### src/rtl/dma_eng_pkg.sv
package dma_eng_pkg;

    localparam int ELEM_W     = 128;
    localparam int ELEM_BYTES = ELEM_W / 8;
    localparam int TBL_BYTES  = 4;

    typedef enum logic [1:0] {
        STEP_HOLD = 2'd0,
        STEP_INC  = 2'd1,
        STEP_DEC  = 2'd2,
        STEP_RSVD = 2'd3
    } step_e;

    typedef enum logic [2:0] {
        SZ_8   = 3'd0,
        SZ_16  = 3'd1,
        SZ_32  = 3'd2,
        SZ_64  = 3'd3,
        SZ_128 = 3'd4
    } size_e;

    typedef enum logic [2:0] {
        ST_IDLE,
        ST_TBL,
        ST_SRC,
        ST_DST,
        ST_FIN
    } state_e;

    typedef struct packed {
        step_e      src_step;
        step_e      dst_step;
        logic [2:0] src_size;
        logic [2:0] dst_size;
        logic       gather;
    } chan_cfg_t;

    // Bytes in one element of the given size code.
    function automatic logic [4:0] size_bytes(input logic [2:0] sz);
        case (sz)
            3'd0:    return 5'd1;
            3'd1:    return 5'd2;
            3'd2:    return 5'd4;
            3'd3:    return 5'd8;
            default: return 5'd16;
        endcase
    endfunction

    // Ones in the low bits covered by an element of the given size code.
    function automatic logic [ELEM_W-1:0] size_mask(input logic [2:0] sz);
        logic [ELEM_W-1:0] ones;
        ones = '1;
        return ones >> (ELEM_W - 8 * int'(size_bytes(sz)));
    endfunction

endpackage

### src/rtl/dma_addr_step.sv
module dma_addr_step
    import dma_eng_pkg::*;
#(
    parameter int AW = 16
) (
    input  logic          clk,
    input  logic          rst,
    input  logic          load,
    input  logic [AW-1:0] load_addr,
    input  logic          adv,
    input  step_e         step,
    input  logic [2:0]    size,
    output logic [AW-1:0] addr
);

    logic [AW-1:0] stride;
    logic [AW-1:0] addr_next;

    assign stride = AW'(size_bytes(size));

    always_comb begin
        case (step)
            STEP_INC: addr_next = addr + stride;
            STEP_DEC: addr_next = addr - stride;
            default:  addr_next = addr;
        endcase
    end

    always_ff @(posedge clk) begin
        if (rst) begin
            addr <= '0;
        end else if (load) begin
            addr <= load_addr;
        end else if (adv) begin
            addr <= addr_next;
        end
    end

endmodule

### src/rtl/dma_elem_conv.sv
module dma_elem_conv
    import dma_eng_pkg::*;
(
    input  logic              clk,
    input  logic              rst,
    input  logic              capture,
    input  logic [ELEM_W-1:0] rd_data,
    input  logic [2:0]        src_size,
    input  logic [2:0]        dst_size,
    output logic [ELEM_W-1:0] wr_data
);

    logic [ELEM_W-1:0] elem_q;

    // Hold only the source-width bits of the read; noise above is dropped.
    always_ff @(posedge clk) begin
        if (rst) begin
            elem_q <= '0;
        end else if (capture) begin
            elem_q <= rd_data & size_mask(src_size);
        end
    end

    // Narrowing keeps low bits; widening sees zeros already held above.
    assign wr_data = elem_q & size_mask(dst_size);

endmodule

### src/rtl/dma_chan_ctrl.sv
module dma_chan_ctrl
    import dma_eng_pkg::*;
#(
    parameter int CW = 16
) (
    input  logic          clk,
    input  logic          rst,
    input  logic          start,
    input  logic [CW-1:0] count_in,
    input  chan_cfg_t     cfg_in,
    input  logic          mem_ack,
    output chan_cfg_t     cfg_q,
    output state_e        state,
    output logic          busy,
    output logic          done,
    output logic [CW-1:0] remaining,
    output logic          cfg_load,
    output logic          tbl_adv,
    output logic          src_from_tbl,
    output logic          src_adv,
    output logic          dst_adv,
    output logic          capture
);

    logic last_elem;

    assign last_elem = (remaining == CW'(1));
    assign busy      = (state != ST_IDLE);
    assign cfg_load  = (state == ST_IDLE) && start;

    assign tbl_adv      = (state == ST_TBL) && mem_ack;
    assign src_from_tbl = (state == ST_TBL) && mem_ack;
    assign capture      = (state == ST_SRC) && mem_ack;
    assign dst_adv      = (state == ST_DST) && mem_ack;
    assign src_adv      = (state == ST_DST) && mem_ack && !cfg_q.gather;

    always_ff @(posedge clk) begin
        if (rst) begin
            state     <= ST_IDLE;
            remaining <= '0;
            done      <= 1'b0;
            cfg_q     <= '0;
        end else begin
            case (state)
                ST_IDLE: begin
                    if (start) begin
                        cfg_q     <= cfg_in;
                        remaining <= count_in;
                        done      <= 1'b0;
                        if (count_in == '0) begin
                            state <= ST_FIN;
                        end else if (cfg_in.gather) begin
                            state <= ST_TBL;
                        end else begin
                            state <= ST_SRC;
                        end
                    end
                end
                ST_TBL: begin
                    if (mem_ack) state <= ST_SRC;
                end
                ST_SRC: begin
                    if (mem_ack) state <= ST_DST;
                end
                ST_DST: begin
                    if (mem_ack) begin
                        remaining <= remaining - CW'(1);
                        if (last_elem) begin
                            state <= ST_FIN;
                        end else if (cfg_q.gather) begin
                            state <= ST_TBL;
                        end else begin
                            state <= ST_SRC;
                        end
                    end
                end
                ST_FIN: begin
                    state <= ST_IDLE;
                    done  <= 1'b1;
                end
                default: state <= ST_IDLE;
            endcase
        end
    end

endmodule

### src/rtl/dma_chan_engine.sv
module dma_chan_engine
    import dma_eng_pkg::*;
#(
    parameter int AW = 16,
    parameter int CW = 16
) (
    input  logic          clk,
    input  logic          rst,
    input  logic          start,
    input  logic [AW-1:0] src_base,
    input  logic [AW-1:0] dst_base,
    input  logic [AW-1:0] tbl_base,
    input  logic [CW-1:0] xfer_count,
    input  logic [1:0]    src_mode,
    input  logic [1:0]    dst_mode,
    input  logic [2:0]    src_size,
    input  logic [2:0]    dst_size,
    input  logic          gather_en,
    output logic          busy,
    output logic          done,
    output logic [CW-1:0] remaining,
    output logic          mem_req,
    output logic          mem_we,
    output logic [AW-1:0] mem_addr,
    output logic [2:0]    mem_size,
    output logic [127:0]  mem_wdata,
    input  logic [127:0]  mem_rdata,
    input  logic          mem_ack
);

    localparam int TBL_AW = (AW < 32) ? AW : 32;

    chan_cfg_t     cfg_in;
    chan_cfg_t     cfg_q;
    state_e        state;
    logic          cfg_load, tbl_adv, src_from_tbl, src_adv, dst_adv, capture;
    logic          src_load;
    logic [AW-1:0] src_load_addr;
    logic [AW-1:0] src_addr, dst_addr, tbl_addr;

    assign cfg_in = '{
        src_step: step_e'(src_mode),
        dst_step: step_e'(dst_mode),
        src_size: src_size,
        dst_size: dst_size,
        gather:   gather_en
    };

    dma_chan_ctrl #(.CW(CW)) u_ctrl (
        .clk          (clk),
        .rst          (rst),
        .start        (start),
        .count_in     (xfer_count),
        .cfg_in       (cfg_in),
        .mem_ack      (mem_ack),
        .cfg_q        (cfg_q),
        .state        (state),
        .busy         (busy),
        .done         (done),
        .remaining    (remaining),
        .cfg_load     (cfg_load),
        .tbl_adv      (tbl_adv),
        .src_from_tbl (src_from_tbl),
        .src_adv      (src_adv),
        .dst_adv      (dst_adv),
        .capture      (capture)
    );

    // Source pointer: loaded from the base at start, or from a table entry.
    assign src_load      = cfg_load | src_from_tbl;
    assign src_load_addr = src_from_tbl ? AW'(mem_rdata[TBL_AW-1:0]) : src_base;

    dma_addr_step #(.AW(AW)) u_src_addr (
        .clk       (clk),
        .rst       (rst),
        .load      (src_load),
        .load_addr (src_load_addr),
        .adv       (src_adv),
        .step      (cfg_q.src_step),
        .size      (cfg_q.src_size),
        .addr      (src_addr)
    );

    dma_addr_step #(.AW(AW)) u_dst_addr (
        .clk       (clk),
        .rst       (rst),
        .load      (cfg_load),
        .load_addr (dst_base),
        .adv       (dst_adv),
        .step      (cfg_q.dst_step),
        .size      (cfg_q.dst_size),
        .addr      (dst_addr)
    );

    dma_addr_step #(.AW(AW)) u_tbl_addr (
        .clk       (clk),
        .rst       (rst),
        .load      (cfg_load),
        .load_addr (tbl_base),
        .adv       (tbl_adv),
        .step      (STEP_INC),
        .size      (SZ_32),
        .addr      (tbl_addr)
    );

    dma_elem_conv u_conv (
        .clk      (clk),
        .rst      (rst),
        .capture  (capture),
        .rd_data  (mem_rdata),
        .src_size (cfg_q.src_size),
        .dst_size (cfg_q.dst_size),
        .wr_data  (mem_wdata)
    );

    always_comb begin
        mem_req  = 1'b0;
        mem_we   = 1'b0;
        mem_addr = '0;
        mem_size = SZ_8;
        case (state)
            ST_TBL: begin
                mem_req  = 1'b1;
                mem_addr = tbl_addr;
                mem_size = SZ_32;
            end
            ST_SRC: begin
                mem_req  = 1'b1;
                mem_addr = src_addr;
                mem_size = cfg_q.src_size;
            end
            ST_DST: begin
                mem_req  = 1'b1;
                mem_we   = 1'b1;
                mem_addr = dst_addr;
                mem_size = cfg_q.dst_size;
            end
            default: ;
        endcase
    end

endmodule

### config.mk
export PLATFORM = sky130hd
export DESIGN_NAME = dma_chan_engine
export DESIGN_NICKNAME = d
export VERILOG_FILES = /design/src/rtl/dma_eng_pkg.sv /design/src/rtl/dma_addr_step.sv /design/src/rtl/dma_elem_conv.sv /design/src/rtl/dma_chan_ctrl.sv /design/src/rtl/dma_chan_engine.sv
export SDC_FILE = /design/constraint.sdc
export NUM_CORES = 1
export LEC_CHECK = 0
export BUFFER_PORTS_ARGS = -buffer_cell sky130_fd_sc_hd__buf_2
export CORE_MARGIN = 2
export CORE_UTILIZATION = 40
export CTS_CLUSTER_SIZE = 10
export DETAILED_ROUTE_END_ITERATION = 10
export PLACE_DENSITY = 0.74
export SLEW_MARGIN = 40
export SYNTH_ARGS = -nofsm -noshare
export SYNTH_HDL_FRONTEND = slang
export SYNTH_SLANG_ARGS = --single-unit
### constraint.sdc
create_clock -name clk -period 5.54 [get_ports clk]
set_input_delay 0.277 -clock clk [delete_from_list [all_inputs] [get_ports clk]]
set_output_delay 0.277 -clock clk [all_outputs]
set_load 0.01 [all_outputs]
* Word-level counts from Yosys, hierarchy flattened
Cells that the tools add are included.
** Word-level totals
- Flip-flop bits (word level) :: 207
- Bits of input ports :: 207
- Output and inout port bits :: 167
** Operators by class
- Shifts and indexed selects :: 2
- Eq/ne operators :: 19
- Add/sub/neg operators :: 8
- Bitwise gates (word level) :: 3
- Reductions and logical operators :: 25
- Muxes and demuxes :: 31
** Operator list (number)
- AND 128 bit :: 2
- >> shifter 128 x 32 -> 128 bit, first input constant :: 2
- two-way mux 16 bit :: 9
- one-hot mux 16 bit (2 select lines) :: 3
- one-hot mux 16 bit (3 select lines) :: 1
- one-hot mux 5 bit (4 select lines) :: 2
- adder 16 x 5 -> 16 bit :: 2
- subtractor 16 x 5 -> 16 bit :: 2
- == test 3 x 2 -> 1 bit, second input constant :: 6
- two-way mux 3 bit :: 6
- subtractor 8 x 8 -> 9 bit, first input constant :: 2
- adder 16 x 3 -> 16 bit, second input constant :: 1
- == test 16 x 1 -> 1 bit, second input constant :: 1
- logical NOT 16 bit :: 1
- subtractor 16 x 1 -> 16 bit, second input constant :: 1
- one-hot mux 3 bit (4 select lines) :: 1
- two-way mux 5 bit :: 2
- nonzero test 2 bit :: 5
- == test 3 x 1 -> 1 bit, second input constant :: 3
- logical NOT 3 bit :: 3
- one-hot mux 3 bit (3 select lines) :: 1
- nonzero test 3 bit :: 3
- inequality test 2 bit, second input constant :: 4
- AND reduction 2 bit :: 4
- 12 further kinds :: 21

* Logic depth before layout (Yosys ltp)
- Word-level depth :: 7
- Mapped depth :: 17
- Depth with buffers taken out :: 14

* Modules after synthesis
Synthesis repeated with hierarchy kept, for this count alone.
** Unflattened totals
- Cell total of the unflattened synthesis :: 1631
- Area, all modules :: 12997.5 µm²
** Modules (own cells, without submodules)
- dma_elem_conv :: sequential area each 2562.5 µm², area each 5579.1 µm², instances 1, cells each 639
- dma_addr_step (u_dst_addr ...) :: sequential area each 320.3 µm², area each 1652.8 µm², instances 2, cells each 225
- dma_chan_ctrl :: sequential area each 620.6 µm², area each 1735.4 µm², instances 1, cells each 229
- dma_addr_step (u_tbl_addr) :: sequential area each 320.3 µm², area each 1665.3 µm², instances 1, cells each 222
- dma_chan_engine :: sequential area each 0.0 µm², area each 711.9 µm², instances 1, cells each 91

* Least setup slack after synthesis
Ideal clock, no wire load.
- Path type :: flip-flop to flip-flop
- Start :: register, netlist name u_ctrl.cfg_q[1]
- End :: register u_dst_addr.addr[9]
- Required time :: 5.454 ns
- Cell stages (with the launch flop) :: 18
- Arrival :: 4.065 ns
- Setup slack :: 1.389 ns
- Setup time :: 0.086 ns
- Path through :: dfxtp_1 nor3_1 clkinv_1 ha_1 clkbuf_1 and2_1 ha_1 buf_1 clkbuf_1 mux2i_1 ha_1 and3_1 a211oi_2 a21o_1 a21oi_1 o21ai_0 mux2_2 a211oi_1
** On the way
- Longest elaborated chain between the ends :: 6
- Elaborated cells on any way between the ends :: 10
- Those cells by class :: add/sub: 2; eq/ne: 3; mux: 4; reduce/logical: 1
** RTL lines
- == test 3 x 2 -> 1 bit (tied with other cells) :: RTL line dma_eng_pkg.sv:40 : case (sz)
- one-hot mux 5 bit (4 select lines) * :: RTL line dma_eng_pkg.sv:40
- subtractor 16 x 5 -> 16 bit or adder 16 x 5 -> 16 bit (tied branches) :: RTL line dma_addr_step.sv:24, dma_addr_step.sv:23
- one-hot mux 16 bit (2 select lines) * :: RTL line dma_addr_step.sv:22 : case (step)
- two-way mux 16 bit * :: RTL line dma_addr_step.sv:34 : end else if (adv) begin
- two-way mux 16 bit * :: RTL line dma_addr_step.sv:32 : end else if (load) begin
- to (signal assigned) :: RTL line dma_addr_step.sv:33 : addr <= load_addr;
- to (signal assigned) :: RTL line dma_addr_step.sv:35 : addr <= addr_next;
- to (decl) :: RTL line dma_addr_step.sv:13 : output logic [AW-1:0] addr
Every way passes the cells marked *; elsewhere a longest branch is shown, timed or not. The select of a mux whose other input is x is not followed.
A chain may end at the register's enable or synchronous reset.

* Worst setup path in the final report
- Start :: register, netlist name u_ctrl.cfg_q[3]
- End :: output port mem_wdata[45]
** On the way
- Longest elaborated chain between the ends :: 5
- Elaborated cells on any way between the ends :: 8
- Those cells by class :: add/sub: 1; eq/ne: 3; shift: 1; mux: 1; bitwise: 1; reduce/logical: 1
** RTL lines
- == test 3 x 2 -> 1 bit (tied with other cells) :: RTL line dma_eng_pkg.sv:40
- one-hot mux 5 bit (4 select lines) * :: RTL line dma_eng_pkg.sv:40
- subtractor 8 x 8 -> 9 bit * :: RTL line dma_eng_pkg.sv:53 : return ones >> (ELEM_W - 8 * int'(size_bytes(sz)));
- >> shifter 128 x 32 -> 128 bit * :: RTL line dma_eng_pkg.sv:53
- AND 128 bit * :: RTL line dma_elem_conv.sv:25 : assign wr_data = elem_q & size_mask(dst_size);
- to (decl) :: RTL line dma_chan_engine.sv:26 : output logic [127:0] mem_wdata,
Every way passes the cells marked *; elsewhere a longest branch is shown, timed or not.

==> impl_metrics.json <==
{
  "run_status": "completed",
  "place_ws_ns": 1.19,
  "place_congestion": 0.918,
  "utilization": 0.550,
  "seq_area_sq_um": 4140,
  "dp_hpwl_um": 29400,
  "die_height_um": 174,
  "routed_via_density": 5.60,
  "vias": 12863,
  "final.setup_skew_ns": 0.0112,
  "antenna_found_initial": 1,
  "ys_seq_area_frac": 0.359,
  "drv_slew": 0,
  "ant_nets": 0,
  "wirelength_um": 43100,
  "critPathCaptureType": "primary output",
  "cts_max_level": 1,
  "maxCapViolCount": 0,
  "pwr-share-clk": 0.286,
  "min_period_ns": 4.95,
  "clockRootBuffer": "clkbuf_16",
  "rsz0062_at_grt": "false",
  "ys_seq_elements": 207,
  "p_int_mw": 3.42,
  "cts_buffers": 26,
  "tritoncts": "done",
  "insertion_delay_ns": 0.54,
  "tightest_slew_ns": 0.846,
  "syn-num-nets": 1705,
  "finalInstanceArea_sq_um": 15700,
  "p_leak_nw": 7.21,
  "drt-initial-drc-count": 1056,
  "synthCells": 1459,
  "fp-row-count": 62,
  "powerDensity_nw_per_um2": 356,
  "die-area_sq_um": 30200,
  "cts_sinks": 207,
  "synthArstFlopShare": 0,
  "setup_viol": 0,
  "synth_area_per_cell_sq_um": 7.90,
  "io_pins": 374,
  "drcViolationCount": 0,
  "start_util": 0.404,
  "ys.flop_type": "dfxtp_1",
  "core_area_sq_um": 28500,
  "synth-edff-count": 0,
  "setup_slack_ns": 0.592,
  "cp.required_ns": 5.26,
  "firstDrtPassIters": 7,
  "cts_setup_buffers": 0,
  "start_kind": "flip-flop",
  "grt_pass1_wl_um": 66000,
  "r2r-start": "u_ctrl.cfg_q[3]",
  "combPwrFrac": 0.387,
  "numPortBuffers": 373,
  "hold_class": "in2reg",
  "finalNetCount": 2150,
  "yosysTopAreaCellShare": 0.359,
  "critical_path_arrival_ns": 4.67,
  "rr_worst_depth": 14,
  "fmax_mhz": 202,
  "min_from": "mem_rdata[72]",
  "netlist_top_cells_area": "dfxtp_1 36%, a22oi_1 6.5%, nor2_1 6.1%",
  "fill_cells": 2638,
  "grt-ovfl-total": 0,
  "clkTransAtPathRegs_ns": 0.06,
  "swShare": 0.388,
  "worstSetupEndpoint": "mem_wdata[45]",
  "reg2reg_to": "u_dst_addr.addr[9]",
  "holdWs_ns": 0.0198,
  "ctsResizeCount": 0,
  "finalCritPeriodShare": 0.893,
  "seq_power_share": 0.327,
  "die_w_um": 174,
  "slew_headroom": 0.436,
  "grt_pass1_vias": 12540,
  "power.switching_mw": 2.17,
  "critPathMaxFanout": 37,
  "grt_max_degree": 107,
  "peakVddDrop_mv": 0.265,
  "worstSetupPathType": "reg2out",
  "hold_viol_final": 0,
  "area_growth_pct": 36.2,
  "ys_warn_count": 0,
  "tns_ns": 0,
  "drive_gt1_frac": 0.251,
  "post_drt_wl_per_cell_um": 18.7,
  "grt_use_total": 0.267,
  "placed_cell_area_sq_um": 13600,
  "cts_buffer_depth": 3,
  "synth.distinct_cells": 76,
  "r2r_slack_ns": 1.30,
  "synth_top_area_cell": "dfxtp_1",
  "worstSetupStartpoint": "u_ctrl.cfg_q[3]",
  "netlist_area_sq_um": 11500,
  "multi_input_area_sq_um": 6880
}
final cells by class:
cell class	instances	area share
well taps	384	0.0306
clock buffers	35	0.0461
repair buffers	520	0.210
flip-flops and latches	207	0.264
diodes	1	0.000159
multi-input cells	1119	0.438
clock inverters	3	0.00350
inverters	30	0.00717
state kept, by name (all words and copies together) (netlist names):
name / count
u_conv.elem_q: 128
u_ctrl.cfg_q: 11
u_src_addr.addr: 16
u_ctrl.done: 1
u_ctrl.remaining: 16
u_ctrl.state: 3
u_tbl_addr.addr: 16
u_dst_addr.addr: 16
cell usage in the layout, fill, tap and decap left out, drive strengths merged, types with 19 or more instances in the layout:
cell type,count
a21oi,105
clkbuf,36
a22oi,110
dfxtp,207
nor2,188
nand2,150
dlygate4sd3,129
inv,29
a211oi,29
buf,390
xnor2,19
and3,61
nand3,48
ha,37
o21ai,51
and2,88
nor3,20
power groups by stage:
stage / Sequential [mW] / Combinational [mW] / Clock, mW
3_3_place_gp: 1.85 / 2.01 / 0
3_5_place_dp: 1.85 / 2.05 / 0
4_1_cts: 1.82 / 2.13 / 1.63
5_1_grt: 1.84 / 2.38 / 1.69
2_1_floorplan: 1.79 / 1.46 / 0
6_report: 1.83 / 2.16 / 1.60
per-stage QoR:
| step | power, mW | instances |
|---|---|---|
| 6_report | 5.59 | 2299 |
| 2_1_floorplan | 3.25 | 1459 |
| 3_5_place_dp | 3.90 | 2131 |
| 5_1_grt | 5.91 | 2299 |
| 3_3_place_gp | 3.86 | 2131 |
| 4_1_cts | 5.58 | 2298 |
worst max-delay path, stage by stage (launching register included):
cell and delay [ns]:
dfxtp_1 0.57, nor3_1 0.43, clkinv_1 0.33, ha_1 0.30
and2_1 0.16, ha_1 0.29, buf_4 0.32, nor2b_1 0.69
a21boi_1 0.66, and2_1 0.24, buf_2 0.13
per-layer routing:
metal  GRT usage  routed length, um  vias to the layer above
met1       0.326              17600                     6019
met3      0.0408               2730                      132
met2       0.465              20600                      613
li1            -                  -                     6099
met5           0                  0                        -
met4       0.118               2130                        0
cell usage after synthesis, types with 15 or more instances:
cell type  instances
and3_1            61
mux2_2            18
clkbuf_1          70
nand2_1          150
a211oi_1          28
a21o_1            16
o21ai_0           36
nand3_1           48
xnor2_1           19
a21oi_1          103
a22oi_1          100
buf_2             17
dfxtp_1          207
inv_1             26
and2_1            87
nor3_1            18
ha_1              37
nor2_1           188
o21ai_1           15
repair_timing:
action,CTS,global route
hold endpoints to repair,129,0
endpoints found under the setup margin,0,0
hold buffers,129,0
cell families after synthesis:
logic type      count (synthesis)  synth area share
compound gates                398             0.236
xor+xnor                       32            0.0243
mux                            25            0.0237
fa+ha+maj                      39            0.0436
simple gates                  625             0.267
flops                         207             0.359
buf+inv                       133            0.0464
how the worst min path moves through the flow:
stage | to | slack [ns] | cells after the start
final | u_conv.elem_q[72] | 0.02 | 3
after global placement | u_conv.elem_q[66] | 0.43 | 2
after floorplan | u_ctrl.state[1] | 0.40 | 1
after detailed placement | u_conv.elem_q[66] | 0.44 | 2
after CTS | u_conv.elem_q[72] | 0.001 | 3
after global routing | u_conv.elem_q[72] | 0.005 | 3
Power figures use the tool's default switching activity.
